**src/rtl/nor_seq_pkg.sv**
```systemverilog
package nor_seq_pkg;

  typedef enum logic [1:0] {
    OP_READ  = 2'd0,
    OP_PROG  = 2'd1,
    OP_ERASE = 2'd2,
    OP_BAD   = 2'd3
  } nor_op_e;

  localparam logic [7:0] CMD_WREN = 8'h06;
  localparam logic [7:0] CMD_RDSR = 8'h05;
  localparam logic [7:0] CMD_READ = 8'h03;
  localparam logic [7:0] CMD_PROG = 8'h02;
  localparam logic [7:0] CMD_SERA = 8'hD8;

  typedef enum logic [3:0] {
    S_IDLE,
    S_CHK,
    S_POLL_CMD,
    S_POLL_RD,
    S_WREN,
    S_GAP,
    S_CMD,
    S_ADDR,
    S_DATA,
    S_FIN
  } seq_state_e;

  function automatic logic frame_state(input seq_state_e s);
    return (s == S_POLL_CMD) || (s == S_POLL_RD) || (s == S_WREN) ||
           (s == S_CMD) || (s == S_ADDR) || (s == S_DATA);
  endfunction

endpackage

```
**src/rtl/spi_byte_shifter.sv**
```systemverilog
module spi_byte_shifter #(
  parameter int DIV = 2
) (
  input  logic       clk,
  input  logic       rst,
  input  logic       start,
  input  logic [7:0] tx_byte,
  output logic       busy,
  output logic       done,
  output logic [7:0] rx_byte,
  output logic       sclk,
  output logic       mosi,
  input  logic       miso
);
  localparam int CW = (DIV > 1) ? $clog2(DIV) : 1;

  logic          active;
  logic [CW-1:0] div_cnt;
  logic [2:0]    bit_cnt;
  logic [7:0]    sh_tx;
  logic [7:0]    sh_rx;
  logic          sclk_q;
  logic          mosi_q;
  logic          done_q;

  always_ff @(posedge clk) begin
    if (rst) begin
      active  <= 1'b0;
      div_cnt <= '0;
      bit_cnt <= '0;
      sh_tx   <= '0;
      sh_rx   <= '0;
      sclk_q  <= 1'b0;
      mosi_q  <= 1'b0;
      done_q  <= 1'b0;
    end else begin
      done_q <= 1'b0;
      if (!active) begin
        if (start) begin
          active  <= 1'b1;
          sh_tx   <= tx_byte;
          mosi_q  <= tx_byte[7];
          div_cnt <= '0;
          bit_cnt <= '0;
          sclk_q  <= 1'b0;
        end
      end else if (div_cnt == CW'(DIV - 1)) begin
        div_cnt <= '0;
        if (!sclk_q) begin
          // rising edge: sample the flash output
          sclk_q <= 1'b1;
          sh_rx  <= {sh_rx[6:0], miso};
        end else begin
          // falling edge: present the next bit or finish
          sclk_q <= 1'b0;
          if (bit_cnt == 3'd7) begin
            active <= 1'b0;
            done_q <= 1'b1;
          end else begin
            bit_cnt <= bit_cnt + 3'd1;
            sh_tx   <= {sh_tx[6:0], 1'b0};
            mosi_q  <= sh_tx[6];
          end
        end
      end else begin
        div_cnt <= div_cnt + CW'(1);
      end
    end
  end

  assign busy    = active;
  assign done    = done_q;
  assign rx_byte = sh_rx;
  assign sclk    = sclk_q;
  assign mosi    = mosi_q;

endmodule

```
**src/rtl/nor_busy_track.sv**
```systemverilog
module nor_busy_track #(
  parameter int NUM_CS = 4
) (
  input  logic              clk,
  input  logic              rst,
  input  logic [NUM_CS-1:0] set_mask,
  input  logic [NUM_CS-1:0] clr_mask,
  output logic [NUM_CS-1:0] busy
);
  logic [NUM_CS-1:0] flags;

  for (genvar i = 0; i < NUM_CS; i++) begin : g_flag
    always_ff @(posedge clk) begin
      if (rst)              flags[i] <= 1'b0;
      else if (set_mask[i]) flags[i] <= 1'b1;
      else if (clr_mask[i]) flags[i] <= 1'b0;
    end
  end

  assign busy = flags;

endmodule

```
**src/rtl/nor_req_guard.sv**
```systemverilog
module nor_req_guard
  import nor_seq_pkg::*;
#(
  parameter int NUM_CS      = 4,
  parameter int ADDR_W      = 24,
  parameter int LEN_W       = 9,
  parameter int PAGE_BITS   = 8,
  parameter int SECTOR_BITS = 16
) (
  input  logic [1:0]        op,
  input  logic [ADDR_W-1:0] addr,
  input  logic [NUM_CS-1:0] cs,
  input  logic [LEN_W-1:0]  len,
  output logic              bad
);
  localparam int SUM_W      = ((LEN_W > PAGE_BITS) ? LEN_W : PAGE_BITS) + 1;
  localparam int PAGE_BYTES = 1 << PAGE_BITS;

  logic             cs_onehot;
  logic             len_zero;
  logic [SUM_W-1:0] page_end;
  logic             prog_bad;
  logic             erase_bad;

  always_comb begin
    cs_onehot = (cs != '0) && ((cs & (cs - NUM_CS'(1))) == '0);
    len_zero  = (len == '0);
    page_end  = SUM_W'(addr[PAGE_BITS-1:0]) + SUM_W'(len);
    prog_bad  = len_zero || (page_end > SUM_W'(PAGE_BYTES));
    erase_bad = (addr[SECTOR_BITS-1:0] != '0);
    case (nor_op_e'(op))
      OP_READ:  bad = !cs_onehot || len_zero;
      OP_PROG:  bad = !cs_onehot || prog_bad;
      OP_ERASE: bad = !cs_onehot || erase_bad;
      default:  bad = 1'b1;
    endcase
  end

endmodule

```
**src/rtl/nor_cmd_seq.sv**
```systemverilog
module nor_cmd_seq
  import nor_seq_pkg::*;
#(
  parameter int NUM_CS      = 4,
  parameter int ADDR_W      = 24,
  parameter int LEN_W       = 9,
  parameter int PAGE_BITS   = 8,
  parameter int SECTOR_BITS = 16,
  parameter int CLK_DIV     = 2,
  parameter int GAP_CYC     = 2
) (
  input  logic              clk,
  input  logic              rst,
  input  logic              req_valid,
  output logic              req_ready,
  input  logic [1:0]        req_op,
  input  logic [ADDR_W-1:0] req_addr,
  input  logic [NUM_CS-1:0] req_cs,
  input  logic [LEN_W-1:0]  req_len,
  input  logic [7:0]        wr_data,
  input  logic              wr_valid,
  output logic              wr_ready,
  output logic [7:0]        rd_data,
  output logic              rd_valid,
  output logic              done,
  output logic              err,
  output logic              spi_sclk,
  output logic              spi_mosi,
  input  logic              spi_miso,
  output logic [NUM_CS-1:0] spi_cs_n
);
  localparam int ADDR_BYTES = ADDR_W / 8;
  localparam int GAP_W      = $clog2(GAP_CYC + 1);

  seq_state_e        state, state_d, gap_ret;
  nor_op_e           op_q;
  logic [ADDR_W-1:0] addr_sh;
  logic [NUM_CS-1:0] cs_q;
  logic [LEN_W-1:0]  len_q;
  logic [LEN_W-1:0]  bcnt;
  logic [GAP_W-1:0]  gap_cnt;
  logic              bad_q;
  logic              pend;

  logic              guard_bad;
  logic              sh_busy, sh_done, launch, byte_done;
  logic [7:0]        sh_tx, sh_rx;
  logic [NUM_CS-1:0] busy_vec, set_mask, clr_mask;
  logic              is_read, is_prog, is_erase, busy_hit, sending, poll_clear;

  nor_req_guard #(
    .NUM_CS(NUM_CS), .ADDR_W(ADDR_W), .LEN_W(LEN_W),
    .PAGE_BITS(PAGE_BITS), .SECTOR_BITS(SECTOR_BITS)
  ) u_guard (
    .op(req_op), .addr(req_addr), .cs(req_cs), .len(req_len), .bad(guard_bad)
  );

  spi_byte_shifter #(.DIV(CLK_DIV)) u_shift (
    .clk(clk), .rst(rst), .start(launch), .tx_byte(sh_tx),
    .busy(sh_busy), .done(sh_done), .rx_byte(sh_rx),
    .sclk(spi_sclk), .mosi(spi_mosi), .miso(spi_miso)
  );

  nor_busy_track #(.NUM_CS(NUM_CS)) u_busy (
    .clk(clk), .rst(rst), .set_mask(set_mask), .clr_mask(clr_mask), .busy(busy_vec)
  );

  always_comb begin
    is_read    = (op_q == OP_READ);
    is_prog    = (op_q == OP_PROG);
    is_erase   = (op_q == OP_ERASE);
    busy_hit   = |(busy_vec & cs_q);
    sending    = frame_state(state);
    byte_done  = pend && sh_done;
    poll_clear = (state == S_POLL_RD) && byte_done && !sh_rx[0];
    launch     = sending && !pend && !sh_busy &&
                 ((state != S_DATA) || !is_prog || wr_valid);
    wr_ready   = (state == S_DATA) && is_prog && !pend && !sh_busy;
    req_ready  = (state == S_IDLE);
    set_mask   = ((state == S_WREN) && launch) ? cs_q : '0;
    clr_mask   = poll_clear ? cs_q : '0;
  end

  always_comb begin
    case (state)
      S_POLL_CMD: sh_tx = CMD_RDSR;
      S_WREN:     sh_tx = CMD_WREN;
      S_CMD:      sh_tx = is_read ? CMD_READ : (is_prog ? CMD_PROG : CMD_SERA);
      S_ADDR:     sh_tx = addr_sh[ADDR_W-1 -: 8];
      S_DATA:     sh_tx = is_prog ? wr_data : 8'h00;
      default:    sh_tx = 8'h00;
    endcase
  end

  always_comb begin
    state_d = state;
    case (state)
      S_IDLE:     if (req_valid) state_d = guard_bad ? S_FIN : S_CHK;
      S_CHK:      state_d = busy_hit ? S_POLL_CMD : (is_read ? S_CMD : S_WREN);
      S_POLL_CMD: if (byte_done) state_d = S_POLL_RD;
      S_POLL_RD:  if (poll_clear) state_d = S_GAP;
      S_WREN:     if (byte_done) state_d = S_GAP;
      S_GAP:      if (gap_cnt == GAP_W'(GAP_CYC - 1)) state_d = gap_ret;
      S_CMD:      if (byte_done) state_d = S_ADDR;
      S_ADDR:     if (byte_done && bcnt == LEN_W'(ADDR_BYTES - 1))
                    state_d = is_erase ? S_FIN : S_DATA;
      S_DATA:     if (byte_done && bcnt == len_q - LEN_W'(1)) state_d = S_FIN;
      S_FIN:      state_d = S_IDLE;
      default:    state_d = S_IDLE;
    endcase
  end

  always_ff @(posedge clk) begin
    if (rst) begin
      state    <= S_IDLE;
      gap_ret  <= S_CMD;
      op_q     <= OP_READ;
      addr_sh  <= '0;
      cs_q     <= '0;
      len_q    <= '0;
      bcnt     <= '0;
      gap_cnt  <= '0;
      bad_q    <= 1'b0;
      pend     <= 1'b0;
      spi_cs_n <= '1;
      done     <= 1'b0;
      err      <= 1'b0;
      rd_valid <= 1'b0;
      rd_data  <= '0;
    end else begin
      state    <= state_d;
      done     <= 1'b0;
      err      <= 1'b0;
      rd_valid <= 1'b0;
      spi_cs_n <= frame_state(state_d) ? ~cs_q : '1;

      if (byte_done)   pend <= 1'b0;
      else if (launch) pend <= 1'b1;

      case (state)
        S_IDLE: if (req_valid) begin
          op_q    <= nor_op_e'(req_op);
          addr_sh <= req_addr;
          cs_q    <= req_cs;
          len_q   <= req_len;
          bad_q   <= guard_bad;
          bcnt    <= '0;
        end
        S_POLL_RD: if (poll_clear) begin
          gap_ret <= is_read ? S_CMD : S_WREN;
          gap_cnt <= '0;
        end
        S_WREN: if (byte_done) begin
          gap_ret <= S_CMD;
          gap_cnt <= '0;
        end
        S_GAP: gap_cnt <= gap_cnt + GAP_W'(1);
        S_ADDR: if (byte_done) begin
          addr_sh <= {addr_sh[ADDR_W-9:0], 8'h00};
          bcnt    <= (bcnt == LEN_W'(ADDR_BYTES - 1)) ? '0 : bcnt + LEN_W'(1);
        end
        S_DATA: if (byte_done) begin
          bcnt <= bcnt + LEN_W'(1);
          if (is_read) begin
            rd_valid <= 1'b1;
            rd_data  <= sh_rx;
          end
        end
        S_FIN: begin
          done <= 1'b1;
          err  <= bad_q;
        end
        default: ;
      endcase
    end
  end

endmodule

```
**config.mk**
```make
export PLATFORM = sky130hd
export DESIGN_NAME = nor_cmd_seq
export DESIGN_NICKNAME = d
export VERILOG_FILES = /design/src/rtl/nor_seq_pkg.sv /design/src/rtl/spi_byte_shifter.sv /design/src/rtl/nor_busy_track.sv /design/src/rtl/nor_req_guard.sv /design/src/rtl/nor_cmd_seq.sv
export SDC_FILE = /design/constraint.sdc
export NUM_CORES = 1
export LEC_CHECK = 0
export ABC_CLOCK_PERIOD_IN_PS = 4500
export BUFFER_PORTS_ARGS = -buffer_cell sky130_fd_sc_hd__buf_2
export CAP_MARGIN = 25
export CORE_ASPECT_RATIO = 0.5
export CORE_MARGIN = 1
export CORE_UTILIZATION = 62
export DETAILED_ROUTE_END_ITERATION = 12
export PLACE_DENSITY = 0.85
export SYNTH_ARGS = -nofsm -noshare
export SYNTH_HDL_FRONTEND = slang
export SYNTH_SLANG_ARGS = --single-unit
```
**constraint.sdc**
```tcl
create_clock -name clk -period 4.5 [get_ports clk]
set_input_delay 0.45 -clock clk [delete_from_list [all_inputs] [get_ports clk]]
set_output_delay 0.45 -clock clk [all_outputs]
set_load 0.1 [all_outputs]
```
==> results of run 1 <==
==> registers in the layout, indices dropped and copies added, names as in the netlist, 2 cells and up <==
register,flops
addr_sh,24
bcnt,9
cs_q,4
gap_cnt,2
len_q,9
op_q,2
rd_data,8
spi_cs_n,4
state,4
u_busy.busy,4
u_shift.bit_cnt,3
u_shift.rx_byte,8
u_shift.sh_tx,7
==> cell type report <==
type	count	area, µm²
Fill cell	634	2140
Timing Repair Buffer	75	395
Multi-Input combinational cell	500	3010
Sequential cell	99	1980
Clock inverter	7	98.8
Inverter	17	63.8
Clock buffer	9	225
Tap cell	112	140
==> power breakdown <==
| group | leakage (nW) | switching, mW | internal (mW) | total [mW] |
|---|---|---|---|---|
| Combinational | 1.35 | 0.742 | 0.427 | 1.17 |
| Sequential | 0.807 | 0.192 | 1.04 | 1.23 |
| Clock | 0.157 | 0.345 | 0.492 | 0.837 |
| Total | 2.31 | 1.28 | 1.96 | 3.24 |
==> synth_stat cells (all sizes together) (4+ instances only) <==
cell | n | area share
nor3 | 11 | 0.011
nor4 | 11 | 0.013
nand3b | 4 | 0.0058
or4 | 5 | 0.0072
xnor2 | 14 | 0.024
o21ai | 19 | 0.018
nand3 | 20 | 0.019
a211oi | 10 | 0.021
xor2 | 9 | 0.015
nor2 | 70 | 0.051
a221o | 4 | 0.0077
nor2b | 7 | 0.0084
ha | 17 | 0.041
and2 | 4 | 0.0048
clkbuf | 31 | 0.022
mux2i | 10 | 0.019
nand2b | 16 | 0.019
or3 | 6 | 0.0072
a21oi | 60 | 0.059
a311oi | 17 | 0.029
and3 | 8 | 0.0096
a22oi | 15 | 0.022
buf | 8 | 0.0079
a31oi | 5 | 0.0060
inv | 17 | 0.012
nand2 | 115 | 0.083
dfxtp | 99 | 0.38
==> per-layer routing <==
| metal | vias up | share of wire |
|---|---|---|
| li1 | 2424 | - |
| met1 | 2312 | 0.46 |
| met2 | 170 | 0.46 |
| met3 | 18 | 0.066 |
| met4 | 0 | 0.015 |
| met5 | - | 0 |
==> worst min-delay path by stage <==
stage,to,start,depth (start not counted)
after floorplan,spi_cs_n[0]$_SDFF_PP1_,cs_q[0]$_SDFFE_PP0P_,1
after global placement,spi_cs_n[2]$_SDFF_PP1_,cs_q[2]$_SDFFE_PP0P_,1
after detailed placement,spi_cs_n[1]$_SDFF_PP1_,cs_q[1]$_SDFFE_PP0P_,1
after CTS,u_shift.rx_byte[0]$_SDFFE_PP0P_,spi_miso,3
after global routing,u_shift.rx_byte[0]$_SDFFE_PP0P_,spi_miso,3
final,u_shift.rx_byte[0]$_SDFFE_PP0P_,spi_miso,3
==> logic make-up after synthesis <==
family	share of synthesized area
AND/OR/NAND/NOR	0.260
adder cells (fa/ha/maj)	0.0447
flip-flops	0.381
XOR/XNOR	0.0387
AO/OA/AOI/OAI	0.210
multiplexers	0.0236
buffers and inverters	0.0426
==> per-stage QoR <==
step                      hold WS, ps  power, mW
after floorplan                   406       2.15
after global placement            435       2.34
after detailed placement          442       2.37
after CTS                         344       3.22
after global routing              355       3.43
final                             359       3.24
==> cell usage in the layout (no fill, tap or decap), types with 3 or more instances in the layout <==
cell type,instances
nand2_1,115
dfxtp_1,99
nor2_1,70
buf_2,70
a21oi_1,58
nand3_1,20
o21ai_0,18
inv_1,17
a311oi_1,17
ha_1,17
nand2b_1,16
a22oi_1,15
xnor2_1,14
nor3_1,11
mux2i_1,10
nor4_1,10
xor2_1,9
clkbuf_16,9
and3_1,8
nor2b_1,7
a211oi_2,7
or3_1,6
a31oi_1,5
or4_1,5
a221o_1,4
nand3b_1,4
buf_4,4
and2_1,3
nor4b_1,3
nand4_1,3
o2111ai_1,3
a2bb2oi_1,3
a211oi_1,3
inv_6,3
==> worst max-delay path: cells and delay by family, from the launching register on <==
| family | cells | cell delay, ps |
|---|---|---|
| buf+inv | 1 | 470 |
| simple gates | 3 | 1280 |
| flops | 1 | 640 |
==> metrics, run 1 <==
status completed; GRT Total Usage 0.290; routed wire length per instance 15.5 µm; initial antenna violation count 0; actual slew at the worst max-slew pin 890 ps; Num Clock Sinks 99; Critical Path End wr_ready; Post-Place Cells 802; endpoint class of the critical path output port; cts bufs inserted 9; crit path time final 3180 ps; met3 Usage GRT 0.0693; capture point of the worst reg-to-reg path u_shift.sh_tx[3]$_SDFFE_PP0P_; die area 8780 µm²; skew final 7.64 ps; final wirelength 12700 µm; RSZ-0062 raised after global routing false; total grt overflow 0; LEAKAGE 2.31 nW; Reg-to-Reg Start state[3]$_SDFF_PP0_; Fin Setup TNS 0 ps; GR Util met1 0.399; CTS Hold Bufs 0; pwr/cell area 548 nW/µm²; io pins 71; largest net degree at the start of global routing 53; CTS tree built; CTS H-tree lvls 3; R2R setup slack 1700 ps; Final Cell Area 5910 µm²; Post-Syn Instances 655; Yosys reg bits 99; Reg2Reg Depth 7; Top FF cell, synth dfxtp_1; fin cells 819; Clk pin slew, worst setup/hold paths 70 ps; vias in the first global route 4237; crit path launch type flop; Final nets 772; die width 132 µm; layer with the highest usage met2; Hold Crit Class in -> reg; Max Slew Vio Count 0; Rel. slew slack 0.407; Area growth syn-to-layout 13.7%; Initial Util 0.645; sequential fraction of the synthesis area 0.381; Post-synth EDFFs 0; # rows 23; 1st-iter DRT viols 480; insertion delay of the later-clocked pin in the worst-skew pair 350 ps; Crit Path Class reg -> out; drt first pass iters 5; met2 Usage GRT 0.447; clk root buf clkbuf_16; drt drc 0; I/O Buffers 70; gpl congestion 0.915; crit path DAT 2730 ps; die height 66.8 µm; global-route wire length before repair 20100 µm; final worst setup slack 1320 ps; Mapped Nets 725; vias per cell 6.01; crit-path max cell delay 650 ps; Core Util, Final 0.734; critical path's slowest cell or4b_1; dpl ws 1680 ps; Synth cell types 61; post-place instance area 5570 µm²; max-cap viol count 0; Post-CTS Setup Inserts 0; Max Fclk 0.314 GHz; share of layout cells above drive strength 1 0.154; Post-CTS Resized 0; Inserted Diodes 0; crit-path cells or4b_1 > or3b_4 > nor3_1 > buf_2; crit share post-route 0.707; CP required 4050 ps; Setup-failing EPs final 0; Crit Path Max Fanout 15; Synth Cell Area 5200 µm²; CORE AREA 8060 µm²; Mean Syn Cell Area 7.94 µm²; VDD IR max 0.291 mV; Final HPWL DP 8800 µm; Clock Tree Buf Depth 2; Ys Warns 0; Antenna Nets Post-Route 0; Post-synth ARST share 0; Fin. Hold Viols 0; via count 4924; Setup crit start state[3]$_SDFF_PP0_
No activity file was read; power rests on OpenSTA's default activity.
==> run 2, diff against run 1 <==
--- a/config.mk
+++ b/config.mk
@@ -5,14 +5,15 @@
 export SDC_FILE = /design/constraint.sdc
 export NUM_CORES = 1
 export LEC_CHECK = 0
-export ABC_CLOCK_PERIOD_IN_PS = 4500
+export ABC_AREA = 1
+export ABC_CLOCK_PERIOD_IN_PS = 3180
 export BUFFER_PORTS_ARGS = -buffer_cell sky130_fd_sc_hd__buf_2
 export CAP_MARGIN = 25
 export CORE_ASPECT_RATIO = 0.5
 export CORE_MARGIN = 1
-export CORE_UTILIZATION = 62
+export CORE_UTILIZATION = 58
 export DETAILED_ROUTE_END_ITERATION = 12
-export PLACE_DENSITY = 0.85
+export PLACE_DENSITY = 0.8
 export SYNTH_ARGS = -nofsm -noshare
 export SYNTH_HDL_FRONTEND = slang
 export SYNTH_SLANG_ARGS = --single-unit
==> constraint.sdc (replaced) <==
create_clock -name clk -period 3.18 [get_ports clk]
set_input_delay 0.318 -clock clk [delete_from_list [all_inputs] [get_ports clk]]
set_output_delay 0.318 -clock clk [all_outputs]
set_load 0.1 [all_outputs]
==> metrics, run 2 <==
status completed (unchanged); CTS H-tree lvls 3 (unchanged); pwr/cell area 687 nW/µm² (was 548 nW/µm²); Top reg by flops addr_sh (unchanged); GRT Total Usage 0.272 (was 0.290); clk root buf clkbuf_16 (unchanged); Yosys reg bits 99 (unchanged); global-route wire length before repair 19400 µm (was 20100 µm); die area 9170 µm² (was 8780 µm²); I/O Buffers 70 (unchanged); LEAKAGE 2.55 nW (was 2.31 nW); fin cells 877 (was 819); Initial Util 0.616 (was 0.645); vias per cell 5.54 (was 6.01); # rows 23 (unchanged); Crit Path Class reg -> reg (was reg -> out); die height 68.2 µm (was 66.8 µm); Clk pin slew, worst setup/hold paths 70 ps (about the same); top post-synthesis cells by area dfxtp_1 (39%), nand2_1 (8.9%), o21ai_0 (7.1%) (was dfxtp_1 (38%), nand2_1 (8.3%), a21oi_1 (5.6%)); Fin. Hold Viols 0 (unchanged); Tot Pwr 3.99 mW (was 3.24 mW); crit path time final 2350 ps; Mean Syn Cell Area 7.27 µm² (was 7.94 µm²); CTS tree built (unchanged); Post-Syn Instances 700 (was 655); vias in the first global route 4215 (was 4237); most frequent cells in the layout nand2_1 (120), dfxtp_1 (99), nor2_1 (84) (was nand2_1 (115), dfxtp_1 (99), nor2_1 (70), buf_2 (70), a21oi_1 (58)); CORE AREA 8260 µm² (was 8060 µm²); insertion delay of the later-clocked pin in the worst-skew pair 350 ps (about the same); Antenna Nets Post-Route 0 (unchanged); Core Util, Final 0.703 (was 0.734); skew final 6.39 ps (was 7.64 ps); initial antenna violation count 0 (unchanged); Post-CTS Resized 0 (unchanged); Clock Tree Buf Depth 2 (unchanged); Synth cell types 52 (was 61); Setup-failing EPs final 0 (unchanged); cts bufs inserted 9 (unchanged); drt drc 0 (unchanged); Post-CTS Setup Inserts 0 (unchanged); Synth top area share 0.390 (was 0.381); Fill cells 702 (was 634); share of layout cells above drive strength 1 0.165 (was 0.154); Final HPWL DP 8850 µm (was 8800 µm); routed wire length per instance 13.8 µm (was 15.5 µm); max-cap viol count 0 (unchanged); largest registers addr_sh (24), bcnt (9), len_q (9) (unchanged); total grt overflow 0 (unchanged); Inserted Diodes 0 (unchanged); leading cell type in the layout, fill and taps excluded nand2_1 (unchanged); Crit Path Max Fanout 23 (was 15); RSZ-0062 raised after global routing false (unchanged); synth cell count leaders nand2_1 (120), dfxtp_1 (99), nor2_1 (84) (was nand2_1 (115), dfxtp_1 (99), nor2_1 (70)); CTS Hold Bufs 0 (unchanged); Max Fclk 0.425 GHz; crit share post-route 0.740; Top FF cell, synth dfxtp_1 (unchanged); Ys Warns 0 (unchanged); crit path launch type flop (unchanged); via count 4862 (was 4924); Post-synth EDFFs 0 (unchanged); CP required 3440 ps (was 4050 ps); sequential fraction of the synthesis area 0.390 (was 0.381); Synth Cell Area 5090 µm² (was 5200 µm²); cell with the most instances after synthesis nand2_1 (unchanged); Rel. slew slack 0.550 (was 0.407); Fin Setup TNS 0 ps (unchanged); VDD IR max 0.380 mV (was 0.291 mV); Num Clock Sinks 99 (unchanged); Post-Place Cells 862 (was 802); Mapped Nets 770 (was 725); Final nets 831 (was 772); Largest register FFs 24 (unchanged); Post-synth ARST share 0 (unchanged); Multi-input gate area 2700 µm² (was 3010 µm²); 1st-iter DRT viols 354 (was 480); Area growth syn-to-layout 14.1% (was 13.7%); die width 134 µm (was 132 µm); drt first pass iters 5 (unchanged); FF/Latch Area 1980 µm² (unchanged); final wirelength 12100 µm (was 12700 µm); actual slew at the worst max-slew pin 674 ps (was 890 ps); Max Slew Vio Count 0 (unchanged); Hold Crit Class in -> reg (unchanged); endpoint class of the critical path flop (was output port); io pins 71 (unchanged); area leader, netlist dfxtp_1 (unchanged); crit path DAT 2610 ps (was 2730 ps); gpl congestion 0.912 (was 0.915); largest net degree at the start of global routing 29 (was 53)
run 2: logic make-up (layout without fill, tap and decap cells):
| group | Yosys count | count (layout) | synth area share |
|---|---|---|---|
| AOI/OAI and AO/OA | 188 | 188 | 0.215 |
| xor gates and xnor gates | 15 | 15 | 0.0258 |
| adders and majority gates | 18 | 18 | 0.0457 |
| buffers and inverters | 101 | 166 | 0.0802 |
| DFF | 99 | 99 | 0.390 |
| and+or+nand+nor | 279 | 279 | 0.243 |
run 2: worst paths after layout:
check / cells after the start / end / slack (ps) / start
setup / recovery: 10 / addr_sh[23]$_SDFFE_PP0P_ / 830 / state[0]$_SDFF_PP0_
hold / removal: 3 / addr_sh[22]$_SDFFE_PP0P_ / 230 / req_addr[22]
setup reg to reg: 10 / addr_sh[23]$_SDFFE_PP0P_ / 830 / state[0]$_SDFF_PP0_
hold reg to reg: 1 / spi_cs_n[3]$_SDFF_PP1_ / 450 / cs_q[3]$_SDFFE_PP0P_
run 2: power breakdown:
part	switching [mW]	internal (mW)
Sequential	0.174	1.44
Combinational	0.862	0.406
Clock	0.476	0.631
Total	1.51	2.47
run 2: area by class of cell:
cell class,instances,share of cell area
Multi-Input combinational cell,500,0.465
Inverter,73,0.0472
Tap cell,112,0.0241
Timing Repair Buffer,78,0.0707
Clock buffer,10,0.0412
Clock inverter,5,0.0108
Sequential cell,99,0.341
run 2: worst max-delay path, stage by stage, from the launching register on:
cell and delay (ps):
dfxtp_1 400, nor2_2 210, inv_1 60, nor2_1 170, inv_1 90, nor2_1 170, inv_2 200, nand2_1 340
buf_4 270, o21ai_0 130, a31oi_1 220
run 2: metrics by stage:
step	hold WS, ps	setup WS, ps	cell area (µm²)
after floorplan	408	235	5090
final	231	826	5810
after CTS	228	850	5810
after global routing	232	618	5810
after detailed placement	426	784	5500
after global placement	423	824	5500
run 2: layer usage:
| layer | global-route usage | wire [µm] | vias to the layer above |
|---|---|---|---|
| met5 | 0 | 0 | - |
| met1 | 0.360 | 5870 | 2212 |
| li1 | - | - | 2490 |
| met3 | 0.0607 | 698 | 18 |
| met4 | 0.0885 | 193 | 0 |
| met2 | 0.448 | 5310 | 142 |
==> run 3, diff against run 2 <==
--- a/config.mk
+++ b/config.mk
@@ -5,8 +5,8 @@
 export SDC_FILE = /design/constraint.sdc
 export NUM_CORES = 1
 export LEC_CHECK = 0
-export ABC_AREA = 1
-export ABC_CLOCK_PERIOD_IN_PS = 3180
+export ABC_AREA = 0
+export ABC_CLOCK_PERIOD_IN_PS = 2370
 export BUFFER_PORTS_ARGS = -buffer_cell sky130_fd_sc_hd__buf_2
 export CAP_MARGIN = 25
 export CORE_ASPECT_RATIO = 0.5
==> constraint.sdc (replaced) <==
create_clock -name clk -period 2.37 [get_ports clk]
set_input_delay 0.237 -clock clk [delete_from_list [all_inputs] [get_ports clk]]
set_output_delay 0.237 -clock clk [all_outputs]
set_load 0.1 [all_outputs]
==> metrics, run 3 (same netlist as run 1, synthesis figures left out) <==
Rel. slew slack 0.514 (was 0.550); drt drc 0 (unchanged); Largest register FFs 24 (unchanged); Worst Hold Depth 3 (unchanged); Antenna Nets Post-Route 0 (unchanged); Area growth syn-to-layout 23.2% (was 14.1%); crit path DAT 2140 ps (was 2610 ps); Crit Path Max Fanout 7 (was 23); vias in the first global route 4399 (was 4215); failing checks setup timing; most frequent cells in the layout nand2_1 (114), dfxtp_1 (97), nor2_1 (69), buf_2 (69), a21oi_1 (55) (was nand2_1 (120), dfxtp_1 (99), nor2_1 (84)); Crit Path Class reg -> out (was reg -> reg); crit path time final 2370 ps; Max Slew Vio Count 0 (unchanged); share of layout cells above drive strength 1 0.231 (was 0.165); clk root buf clkbuf_16 (unchanged); via count 5053 (was 4862); RSZ-0062 raised after global routing true (was false); Post-Place Cells 846 (was 862); die height 69.0 µm (was 68.2 µm); CTS tree built (unchanged); endpoint class of the critical path output port (was flop); Final HPWL DP 9600 µm (was 8850 µm); crit path launch type flop (unchanged); Clock Tree Buf Depth 2 (unchanged); Hold Crit Class in -> reg (unchanged); Fin. Hold Viols 0 (unchanged); largest registers addr_sh (24), bcnt (9), len_q (9) (unchanged); leading cell type in the layout, fill and taps excluded nand2_1 (unchanged); initial antenna violation count 0 (unchanged); Final Cell Area 6410 µm² (was 5810 µm²); global-route wire length before repair 21100 µm (was 19400 µm); post-place instance area 5950 µm² (was 5500 µm²); cts bufs inserted 9 (unchanged); VDD IR max 0.675 mV (was 0.380 mV); Top reg by flops addr_sh (unchanged); Final nets 818 (was 831); Num Clock Sinks 99 (unchanged); I/O Buffers 70 (unchanged); total grt overflow 0 (unchanged); fin cells 865 (was 877); die width 136 µm (was 134 µm); GRT Total Usage 0.291 (was 0.272); skew final 7.58 ps (was 6.39 ps); Fin Setup TNS -3.04 ps (was 0 ps); insertion delay of the later-clocked pin in the worst-skew pair 350 ps (about the same); vias per cell 5.84 (was 5.54); # rows 23 (unchanged); final wirelength 13400 µm (was 12100 µm); CORE AREA 8350 µm² (was 8260 µm²); io pins 71 (unchanged); max-cap viol count 0 (unchanged); Initial Util 0.623 (was 0.616); Inserted Diodes 0 (unchanged); Setup-failing EPs final 1 (was 0); final worst setup slack -3.04 ps (was 826 ps); status finished with violations (was completed); routed wire length per instance 15.4 µm (was 13.8 µm); CTS Hold Bufs 0 (unchanged); Clk pin slew, worst setup/hold paths 80 ps (was 70 ps); Reg2Reg Depth 8 (was 10); die area 9370 µm² (was 9170 µm²); largest net degree at the start of global routing 41 (was 29); gpl congestion 0.913 (was 0.912); CTS H-tree lvls 3 (unchanged); pwr/cell area 1010 nW/µm² (was 687 nW/µm²); LEAKAGE 2.56 nW (was 2.55 nW); CP required 2130 ps (was 3440 ps); actual slew at the worst max-slew pin 726 ps (was 674 ps); drt first pass iters 5 (unchanged); crit share post-route 1.00; Max Fclk 0.421 GHz; 1st-iter DRT viols 447 (was 354)
run 3: changes by cell type in the layout (fill, tap and decap cells not counted), sizes merged, moves of 16 or more:
cell    previous run  this run
buf               78       120
nand2b             0        16
inv               74        21
nor2              88        70
a311oi             0        17
o21ai             78        19
run 3: through the flow:
step	hold slack, ps	utilization	power (mW)	worst slack (ps)
2_1_floorplan	373	-	4.22	-207
3_3_place_gp	438	0.713	4.70	-164
3_5_place_dp	444	0.713	4.75	-199
4_1_cts	124	0.760	6.37	-63.2
5_1_grt	134	0.768	6.83	-45.9
6_report	133	0.768	6.46	-3.04
run 3: cell type report:
class | instances | area [µm²]
clock buffer | 9 | 225
multi-input combinational | 501 | 3150
sequential | 99 | 1990
tap | 112 | 140
clock inverter | 7 | 91.3
inverter | 17 | 63.8
fill | 626 | 1940
timing repair buffer | 120 | 744
run 3: power by group:
part	internal (mW)	switching, mW	total (mW)
Clock	0.766	0.764	1.53
Sequential	1.98	0.252	2.23
Combinational	1.04	1.67	2.70
run 3: layer usage:
layer | vias up | track usage | routed length [µm]
met5 | - | 0 | 0
met4 | 0 | 0.0875 | 149
met3 | 20 | 0.0556 | 761
met2 | 167 | 0.470 | 5890
met1 | 2348 | 0.398 | 6550
li1 | 2518 | - | -
run 3: final timing paths:
check,from,to,slack (ps)
setup / recovery,state[3]$_SDFF_PP0_,wr_ready,-3
hold / removal,spi_miso,u_shift.rx_byte[0]$_SDFFE_PP0P_,130
setup reg to reg,state[3]$_SDFF_PP0_,u_shift.bit_cnt[1]$_SDFFE_PP0P_,20
hold reg to reg,addr_sh[5]$_SDFFE_PP0P_,addr_sh[5]$_SDFFE_PP0P_,460
run 3: worst max-delay path: stages (launching register included):
cell     delay (ps)
dfxtp_4         390
or4b_4          470
or3b_4          420
buf_6           130
nor3_4          160
buf_12          200
run 3: repair_timing:
action                     in CTS  in global routing
gates cloned                    1                  0
resized for setup               9                 15
hold endpoints to repair        0                  0
setup endpoints to repair      16                 20
pin swaps                       7                  6
setup buffers                   2                  0
